### src/rtl/dma_plan_pkg.sv
package dma_plan_pkg;
  typedef enum logic [1:0] {
    XFER_TX    = 2'd0,
    XFER_RX    = 2'd1,
    XFER_DESC  = 2'd2,
    XFER_SPARE = 2'd3
  } xfer_kind_e;
endpackage

### src/rtl/dma_plan_setup.sv
// Combinational planning of one request: effective base, length, word span,
// offsets of the first and last byte, split decision and trimmed remainder.
module dma_plan_setup
  import dma_plan_pkg::*;
#(
  parameter int ADDR_W = 32,
  parameter int CNT_W  = 16,
  parameter int LANES  = 8,
  localparam int OFF_W  = $clog2(LANES),
  localparam int HALF   = LANES / 2,
  localparam int WCNT_W = CNT_W + 2
) (
  input  logic [ADDR_W-1:0] req_addr,
  input  logic [CNT_W-1:0]  req_count,
  input  logic              req_eom,
  input  xfer_kind_e        req_kind,
  input  logic              cfg_wide_ok,
  input  logic              cfg_ecc,
  output logic [ADDR_W-1:0] plan_word_addr,
  output logic [OFF_W-1:0]  plan_first_off,
  output logic [OFF_W-1:0]  plan_last_off,
  output logic [WCNT_W-1:0] plan_words,
  output logic              plan_split,
  output logic              plan_lo_need,
  output logic              plan_hi_need,
  output logic              plan_empty,
  output logic [CNT_W-1:0]  plan_trim
);
  logic              is_desc;
  logic              is_rx;
  logic              cut_on;
  logic [ADDR_W-1:0] aligned;
  logic [ADDR_W-1:0] base;
  logic [CNT_W-1:0]  len;
  logic [CNT_W-1:0]  low_mask;
  logic [WCNT_W-1:0] span;

  always_comb begin
    is_desc  = (req_kind == XFER_DESC);
    is_rx    = (req_kind == XFER_RX);
    aligned  = req_addr & ~ADDR_W'(LANES - 1);
    low_mask = CNT_W'(LANES - 1);
    cut_on   = cfg_ecc && is_rx && !req_eom;
    if (is_desc) begin
      base = cfg_ecc ? aligned : aligned + ADDR_W'(HALF);
      len  = cfg_ecc ? CNT_W'(LANES) : CNT_W'(HALF);
    end else begin
      base = cfg_ecc ? aligned : req_addr;
      len  = cut_on ? (req_count & ~low_mask) : req_count;
    end
    plan_trim      = cut_on ? (req_count & low_mask) : '0;
    span           = WCNT_W'(base[OFF_W-1:0]) + WCNT_W'(len);
    plan_words     = (span + WCNT_W'(LANES - 1)) >> OFF_W;
    plan_first_off = base[OFF_W-1:0];
    plan_last_off  = base[OFF_W-1:0] + len[OFF_W-1:0] - OFF_W'(1);
    plan_word_addr = base & ~ADDR_W'(LANES - 1);
    plan_empty     = (len == '0);
    plan_split     = (plan_words == WCNT_W'(1)) &&
                     (!cfg_wide_ok || (is_desc && !cfg_ecc));
    plan_lo_need   = (plan_first_off < OFF_W'(HALF));
    plan_hi_need   = (plan_last_off >= OFF_W'(HALF));
  end
endmodule

### src/rtl/dma_beat_seq.sv
// Walks a latched plan beat by beat under valid/ready back-pressure.
module dma_beat_seq #(
  parameter int ADDR_W = 32,
  parameter int CNT_W  = 16,
  parameter int LANES  = 8,
  localparam int OFF_W  = $clog2(LANES),
  localparam int HALF   = LANES / 2,
  localparam int WCNT_W = CNT_W + 2
) (
  input  logic              clk,
  input  logic              rst_n,
  input  logic              load,
  input  logic [ADDR_W-1:0] plan_word_addr,
  input  logic [OFF_W-1:0]  plan_first_off,
  input  logic [OFF_W-1:0]  plan_last_off,
  input  logic [WCNT_W-1:0] plan_words,
  input  logic              plan_split,
  input  logic              plan_lo_need,
  input  logic              plan_hi_need,
  input  logic              plan_empty,
  input  logic              beat_ready,
  output logic              busy,
  output logic              beat_valid,
  output logic [ADDR_W-1:0] beat_addr,
  output logic              beat_wide,
  output logic [LANES-1:0]  beat_mask,
  output logic              beat_last
);
  logic              busy_q;
  logic [ADDR_W-1:0] addr_q;
  logic [WCNT_W-1:0] left_q;
  logic [OFF_W-1:0]  foff_q;
  logic [OFF_W-1:0]  loff_q;
  logic              first_q;
  logic              split_q;
  logic              half_q;
  logic              hi_need_q;
  logic              fire;
  logic              last_word;
  logic [OFF_W-1:0]  lo_off;
  logic [OFF_W-1:0]  hi_off;

  assign busy       = busy_q;
  assign beat_valid = busy_q;
  assign fire       = busy_q && beat_ready;
  assign last_word  = (left_q == WCNT_W'(1));

  always_comb begin
    lo_off    = first_q ? foff_q : '0;
    hi_off    = last_word ? loff_q : OFF_W'(LANES - 1);
    beat_wide = !split_q;
    beat_addr = addr_q + ((split_q && half_q) ? ADDR_W'(HALF) : '0);
    beat_last = split_q ? (half_q || !hi_need_q) : last_word;
    for (int k = 0; k < LANES; k++) begin
      beat_mask[k] = (OFF_W'(k) >= lo_off) && (OFF_W'(k) <= hi_off);
      if (split_q && ((k >= HALF) != half_q)) beat_mask[k] = 1'b0;
    end
  end

  always_ff @(posedge clk or negedge rst_n) begin
    if (!rst_n) begin
      busy_q    <= 1'b0;
      addr_q    <= '0;
      left_q    <= '0;
      foff_q    <= '0;
      loff_q    <= '0;
      first_q   <= 1'b0;
      split_q   <= 1'b0;
      half_q    <= 1'b0;
      hi_need_q <= 1'b0;
    end else if (load) begin
      busy_q    <= !plan_empty;
      addr_q    <= plan_word_addr;
      left_q    <= plan_words;
      foff_q    <= plan_first_off;
      loff_q    <= plan_last_off;
      first_q   <= 1'b1;
      split_q   <= plan_split;
      half_q    <= plan_split && !plan_lo_need;
      hi_need_q <= plan_hi_need;
    end else if (fire) begin
      if (beat_last) begin
        busy_q <= 1'b0;
      end else if (split_q) begin
        half_q <= 1'b1;
      end else begin
        addr_q  <= addr_q + ADDR_W'(LANES);
        left_q  <= left_q - WCNT_W'(1);
        first_q <= 1'b0;
      end
    end
  end

  // a stalled beat holds every field
  assert_beat_hold_R2: assert property (@(posedge clk) disable iff (!rst_n)
    beat_valid && !beat_ready |=> beat_valid && $stable(beat_addr) &&
    $stable(beat_mask) && $stable(beat_wide) && $stable(beat_last));

  // nothing follows the final beat in the next cycle
  assert_last_ends_R11: assert property (@(posedge clk) disable iff (!rst_n)
    beat_valid && beat_ready && beat_last |=> !beat_valid);

  // wide beats sit on word boundaries
  assert_wide_aligned_R4: assert property (@(posedge clk) disable iff (!rst_n)
    beat_valid && beat_wide |-> beat_addr[OFF_W-1:0] == '0);
endmodule

### src/rtl/dma_lane_map.sv
// Maps byte-offset enables onto bus lanes for the selected byte order.
module dma_lane_map #(
  parameter int LANES = 8
) (
  input  logic             big_endian,
  input  logic [LANES-1:0] offset_mask,
  output logic [LANES-1:0] lane_be
);
  for (genvar g = 0; g < LANES; g++) begin : g_lane
    assign lane_be[g] = big_endian ? offset_mask[LANES-1-g] : offset_mask[g];
  end
endmodule

### src/rtl/dma_width_planner.sv
module dma_width_planner
  import dma_plan_pkg::*;
#(
  parameter int ADDR_W = 32,
  parameter int CNT_W  = 16,
  parameter int LANES  = 8,
  localparam int OFF_W  = $clog2(LANES),
  localparam int HALF   = LANES / 2,
  localparam int WCNT_W = CNT_W + 2
) (
  input  logic              clk,
  input  logic              rst_n,
  input  logic              cfg_wide_ok,
  input  logic              cfg_ecc,
  input  logic              cfg_big_endian,
  input  logic              req_valid,
  output logic              req_ready,
  input  logic [ADDR_W-1:0] req_addr,
  input  logic [CNT_W-1:0]  req_count,
  input  logic              req_eom,
  input  logic [1:0]        req_kind,
  output logic              beat_valid,
  input  logic              beat_ready,
  output logic [ADDR_W-1:0] beat_addr,
  output logic              beat_wide,
  output logic [LANES-1:0]  beat_be,
  output logic              beat_last,
  output logic [CNT_W-1:0]  plan_trim,
  output logic [ADDR_W-1:0] plan_ptr
);
  logic              busy;
  logic              accept;
  logic              order_q;
  logic [CNT_W-1:0]  trim_q;
  logic [ADDR_W-1:0] ptr_q;
  logic [ADDR_W-1:0] s_word_addr;
  logic [OFF_W-1:0]  s_first_off;
  logic [OFF_W-1:0]  s_last_off;
  logic [WCNT_W-1:0] s_words;
  logic              s_split;
  logic              s_lo_need;
  logic              s_hi_need;
  logic              s_empty;
  logic [CNT_W-1:0]  s_trim;
  logic [LANES-1:0]  offset_mask;

  assign req_ready = !busy;
  assign accept    = req_valid && req_ready;
  assign plan_trim = trim_q;
  assign plan_ptr  = ptr_q;

  dma_plan_setup #(.ADDR_W(ADDR_W), .CNT_W(CNT_W), .LANES(LANES)) u_setup (
    .req_addr       (req_addr),
    .req_count      (req_count),
    .req_eom        (req_eom),
    .req_kind       (xfer_kind_e'(req_kind)),
    .cfg_wide_ok    (cfg_wide_ok),
    .cfg_ecc        (cfg_ecc),
    .plan_word_addr (s_word_addr),
    .plan_first_off (s_first_off),
    .plan_last_off  (s_last_off),
    .plan_words     (s_words),
    .plan_split     (s_split),
    .plan_lo_need   (s_lo_need),
    .plan_hi_need   (s_hi_need),
    .plan_empty     (s_empty),
    .plan_trim      (s_trim)
  );

  dma_beat_seq #(.ADDR_W(ADDR_W), .CNT_W(CNT_W), .LANES(LANES)) u_seq (
    .clk            (clk),
    .rst_n          (rst_n),
    .load           (accept),
    .plan_word_addr (s_word_addr),
    .plan_first_off (s_first_off),
    .plan_last_off  (s_last_off),
    .plan_words     (s_words),
    .plan_split     (s_split),
    .plan_lo_need   (s_lo_need),
    .plan_hi_need   (s_hi_need),
    .plan_empty     (s_empty),
    .beat_ready     (beat_ready),
    .busy           (busy),
    .beat_valid     (beat_valid),
    .beat_addr      (beat_addr),
    .beat_wide      (beat_wide),
    .beat_mask      (offset_mask),
    .beat_last      (beat_last)
  );

  dma_lane_map #(.LANES(LANES)) u_lanes (
    .big_endian  (order_q),
    .offset_mask (offset_mask),
    .lane_be     (beat_be)
  );

  always_ff @(posedge clk or negedge rst_n) begin
    if (!rst_n) begin
      order_q <= 1'b0;
      trim_q  <= '0;
      ptr_q   <= '0;
    end else if (accept) begin
      order_q <= cfg_big_endian;
      trim_q  <= s_trim;
      ptr_q   <= req_addr;
    end
  end

  // a narrow beat touches lanes of one half only
  assert_narrow_one_half_R3: assert property (@(posedge clk) disable iff (!rst_n)
    beat_valid && !beat_wide |-> (beat_be[LANES-1:HALF] == '0) || (beat_be[HALF-1:0] == '0));

  // every offered beat enables some byte
  assert_be_nonzero_R5: assert property (@(posedge clk) disable iff (!rst_n)
    beat_valid |-> beat_be != '0);

  // the cut never reaches a full word
  assert_trim_small_R9: assert property (@(posedge clk) disable iff (!rst_n)
    plan_trim < CNT_W'(LANES));

  // no new request while a beat is pending
  assert_one_plan_R1: assert property (@(posedge clk) disable iff (!rst_n)
    beat_valid |-> !req_ready);
endmodule

### config.mk
export PLATFORM = sky130hd
export DESIGN_NAME = dma_width_planner
export DESIGN_NICKNAME = d
export VERILOG_FILES = /design/src/rtl/dma_plan_pkg.sv /design/src/rtl/dma_plan_setup.sv /design/src/rtl/dma_beat_seq.sv /design/src/rtl/dma_lane_map.sv /design/src/rtl/dma_width_planner.sv
export SDC_FILE = /design/constraint.sdc
export NUM_CORES = 1
export LEC_CHECK = 0
export ABC_AREA = 0
export BUFFER_PORTS_ARGS = -buffer_cell sky130_fd_sc_hd__clkbuf_2
export CAP_MARGIN = 10
export CELL_PAD_IN_SITES_DETAIL_PLACEMENT = 1
export CELL_PAD_IN_SITES_GLOBAL_PLACEMENT = 1
export CORE_UTILIZATION = 44
export CTS_BUF_LIST = sky130_fd_sc_hd__clkbuf_4 sky130_fd_sc_hd__clkbuf_8
export CTS_CLUSTER_SIZE = 25
export DETAILED_ROUTE_END_ITERATION = 8
export PLACE_DENSITY_LB_ADDON = 0.08
export SYNTH_ARGS = -nofsm -noshare
export SYNTH_HDL_FRONTEND = slang
export SYNTH_SLANG_ARGS = --single-unit
### constraint.sdc
create_clock -name clk -period 3.9 [get_ports clk]
set_input_delay 0.585 -clock clk [delete_from_list [all_inputs] [get_ports clk]]
set_output_delay 0.585 -clock clk [all_outputs]
set_load 0.1 [all_outputs]
==> flow_metrics.tcl <==
set metrics [dict create \
    root_buffer "clkbuf_8" \
    crit_family "simple AND/OR/NAND/NOR gates" \
    finalSetupViolations 0 \
    end_kind "primary output" \
    grt_max_degree 79 \
    r2r-end "u_seq.left_q[9]$_DFFE_PN0P_" \
    cts_buffers 9 \
    final-hold-violation-count 0 \
    clock_path_buffers 2 \
    report.final.slew_viol_count 0 \
    crit_start "u_seq.left_q[14]$_DFFE_PN0P_" \
    syn_inst 703 \
    viasPerCell 5.52 \
    post_cts_buffers 0 \
    p_int_mw 2.32 \
    power.switching_mw 3.54 \
    ys_seq_area_share_pct 39.6 \
    period_share_pct 96.0 \
    stdcell_count 988 \
    grt_overflow 0 \
    max-slew-margin-rel_pct 30.3 \
    power.density_mw_per_mm2 852 \
    power_leakage_nw 3.27 \
    fp.dieW_um 118 \
    drt-initial-drc-count 250 \
    grtUsageTotal_pct 27.5 \
    synth_ff_type "dfrtp_1" \
    max_stage_delay_ns 0.58 \
    wl_mm 18.3 \
    placed_cells 972 \
    hold_class "primary input to async pin" \
    critical_path_depth 9 \
    tightest_slew_ns 1.05 \
    nets 880 \
    synth-seq-cells 93 \
    clkSlewWorstSetupHoldPaths_ns 0.10 \
    rsz0062_at_grt "false" \
    synth_edf_count 0 \
    syn_avg_cell_area_um2 8.37 \
    setup_tns_ns 0 \
    path_buf_inv 2 \
    setup.worst_path.class "flip-flop to primary output" \
    crit_end "beat_be[3]" \
    initial_core_util_pct 45.9 \
    swShare_pct 60.4 \
    period_minus_slack_ns 3.74 \
    timing.final.ws_setup_ns 0.157 \
    dp_slack_ns 0.0174 \
    num-fill-cells 1617 \
    ir_drop_v 0.000279 \
    gp_congestion 0.890 \
    skew_ns 0.0148 \
    ctsResizeCount 0 \
    dr.pass1.iters 4 \
    std_cell_rows 41 \
    hold_buffers 0 \
    worstRegToRegCells 8 \
    core_area_mm2 0.0128 \
    synth_cell_types 71 \
    num_antenna_cells 0 \
    via_count 5455 \
    cts_tree "done" \
    yosys_warnings 0 \
    r2r_setup_slack_ns 1.00 \
    grt_pass1_wl_mm 30.3 \
    dieArea_mm2 0.0138 \
    port_buffers 134 \
    critPathRequiredTime_ns 3.31 \
    wl_per_cell_um 18.5 \
    worstPathCellList "or4_4 -> nor4_1 -> buf_4 -> nand2_1 -> nor2_1 -> a21oi_1 -> o21ai_0 -> mux2i_2 -> clkbuf_2" \
    antenna_found_initial 0 \
    h-tree-depth 3 \
    fmax_mhz 267 \
    dieHeight_um 118 \
    worstReg2RegStart "u_seq.left_q[14]$_DFFE_PN0P_" \
    drive_gt1_share_pct 24.8 \
    ant_nets 0 \
    hpwl_mm 14.0 \
    start_kind "flip-flop" \
    grt_pass1_vias 5766 \
    p_clk_share_pct 12.9 \
    arrival_ns 3.16 \
    cpMaxStageDelayCell "or4_4" \
    cp_max_fo 7 \
    maxCapViolations 0 \
    drc 0 \
    io_pins 150 \
    power_frac_seq_pct 28.9 \
    synth_async_sr_flop_share_pct 100 \
    cts.sinks 93 \
    area_growth_pct 16.9 \
    p_comb_share_pct 58.2 \
    clock_latency_ns 0.38 \
    status "finished, final reports clean" \
    whs_ns 0.359 \
    netlist_area_mm2 0.00588 \
]
## worst min-delay path by stage
stage,end,slack [ns]
floorplan,order_q$_DFFE_PN0P_,0.29
global placement,plan_ptr[15]$_DFFE_PN0P_,0.46
detailed placement,plan_ptr[2]$_DFFE_PN0P_,0.46
CTS,plan_ptr[7]$_DFFE_PN0P_,0.40
global route,plan_ptr[8]$_DFFE_PN0P_,0.41
finish,plan_ptr[21]$_DFFE_PN0P_,0.36
## layout make-up
cell class	count	area, µm²	share of cell area, %
tap	172	215	3.13
sequential	93	2330	33.9
clock inverter	6	92.6	1.35
timing repair buffer	157	846	12.3
multi-input combinational	527	3170	46.1
clock buffer	10	138	2.00
inverter	23	86.3	1.26
## layer usage
layer / global-route usage [%] / part of all wire (%) / wire [µm] / up-vias
li1: - / - / - / 2591
met1: 36.2 / 45 / 8290 / 2696
met2: 45.9 / 49 / 8970 / 140
met3: 4.80 / 4.0 / 727 / 28
met4: 8.49 / 1.7 / 303 / 0
met5: 0 / 0 / 0 / -
## state kept, by name, summed over array words and instances (netlist names)
| name | cells |
|---|---|
| plan_ptr | 32 |
| u_seq.addr_q | 29 |
| u_seq.left_q | 18 |
| plan_trim | 3 |
| u_seq.foff_q | 3 |
| u_seq.loff_q | 2 |
| order_q | 1 |
| u_seq.beat_valid | 1 |
| u_seq.first_q | 1 |
| u_seq.half_q | 1 |
| u_seq.hi_need_q | 1 |
| u_seq.split_q | 1 |
## cells in the mapped netlist (3+ instances only)
| library cell | number | area share (%) |
|---|---|---|
| and3_1 | 11 | 1.2 |
| a31oi_1 | 3 | 0.32 |
| nor3_1 | 21 | 1.8 |
| nand3b_1 | 3 | 0.38 |
| o21ai_0 | 25 | 2.1 |
| xnor2_1 | 34 | 5.1 |
| o31ai_1 | 3 | 0.38 |
| xor2_1 | 18 | 2.7 |
| nor2b_1 | 4 | 0.43 |
| a21oi_1 | 15 | 1.3 |
| nor4_1 | 14 | 1.5 |
| a22o_1 | 4 | 0.60 |
| inv_1 | 23 | 1.5 |
| nor2_1 | 42 | 2.7 |
| nand4_1 | 16 | 1.7 |
| mux2_2 | 4 | 0.77 |
| or3_1 | 5 | 0.53 |
| or4_1 | 3 | 0.38 |
| nand2_1 | 148 | 9.4 |
| dfrtp_1 | 93 | 40 |
| nand2b_1 | 4 | 0.43 |
| o211ai_2 | 3 | 0.64 |
| mux2i_1 | 12 | 2.0 |
| clkbuf_1 | 41 | 2.6 |
| ha_1 | 10 | 2.1 |
| buf_4 | 22 | 2.8 |
| o311ai_0 | 4 | 0.60 |
| and2_1 | 9 | 0.96 |
| nand3_1 | 18 | 1.5 |
| nor4b_1 | 3 | 0.45 |
| o211ai_1 | 8 | 1.0 |
| o21ai_1 | 24 | 2.0 |
| or4_4 | 3 | 0.57 |
| buf_1 | 6 | 0.38 |
## logic make-up after synthesis
| logic type | count (synthesis) | share of synthesized area (%) |
|---|---|---|
| AO/OA/AOI/OAI | 115 | 13.2 |
| XOR/XNOR | 52 | 7.74 |
| adder cells (fa/ha/maj) | 11 | 2.47 |
| buffers and inverters | 97 | 7.91 |
| flip-flops | 93 | 39.6 |
| multiplexers | 16 | 2.81 |
| other | 1 | 0.0638 |
| AND/OR/NAND/NOR | 318 | 26.3 |
## through the flow
stage	instance area (µm²)	util, %	power [mW]
floorplan	5950	-	4.54
global placement	6640	51.8	5.02
detailed placement	6640	51.8	5.11
CTS	6870	53.6	5.88
global route	6870	53.6	6.11
finish	6870	53.6	5.85
## cell usage in the layout, fill, tap and decap left out, drive strengths merged, types with 3 or more instances in the layout
master	count
or3	5
a211oi	4
conb	15
nand4	16
o311ai	4
nand2b	4
a31oi	3
nor4	15
o31ai	3
o211ai	11
mux2	4
and3	12
xor2	18
buf	28
ha	10
inv	25
nand3b	3
clkbuf	139
nor3	21
nand2	148
dfrtp	93
nor4b	3
and2	9
nand3	18
nor2	42
xnor2	34
a22o	4
a21oi	16
or4	6
mux2i	12
nor2b	5
o21ai	50
## power groups by stage
stage | Clock, mW | Combinational [mW] | Sequential (mW)
after floorplan | 0 | 1.92 | 2.62
after global placement | 0 | 3.35 | 1.67
after detailed placement | 0 | 3.41 | 1.70
after CTS | 0.772 | 3.42 | 1.69
after global routing | 0.808 | 3.56 | 1.74
final | 0.754 | 3.41 | 1.69
(Power assumes the default switching activity.)
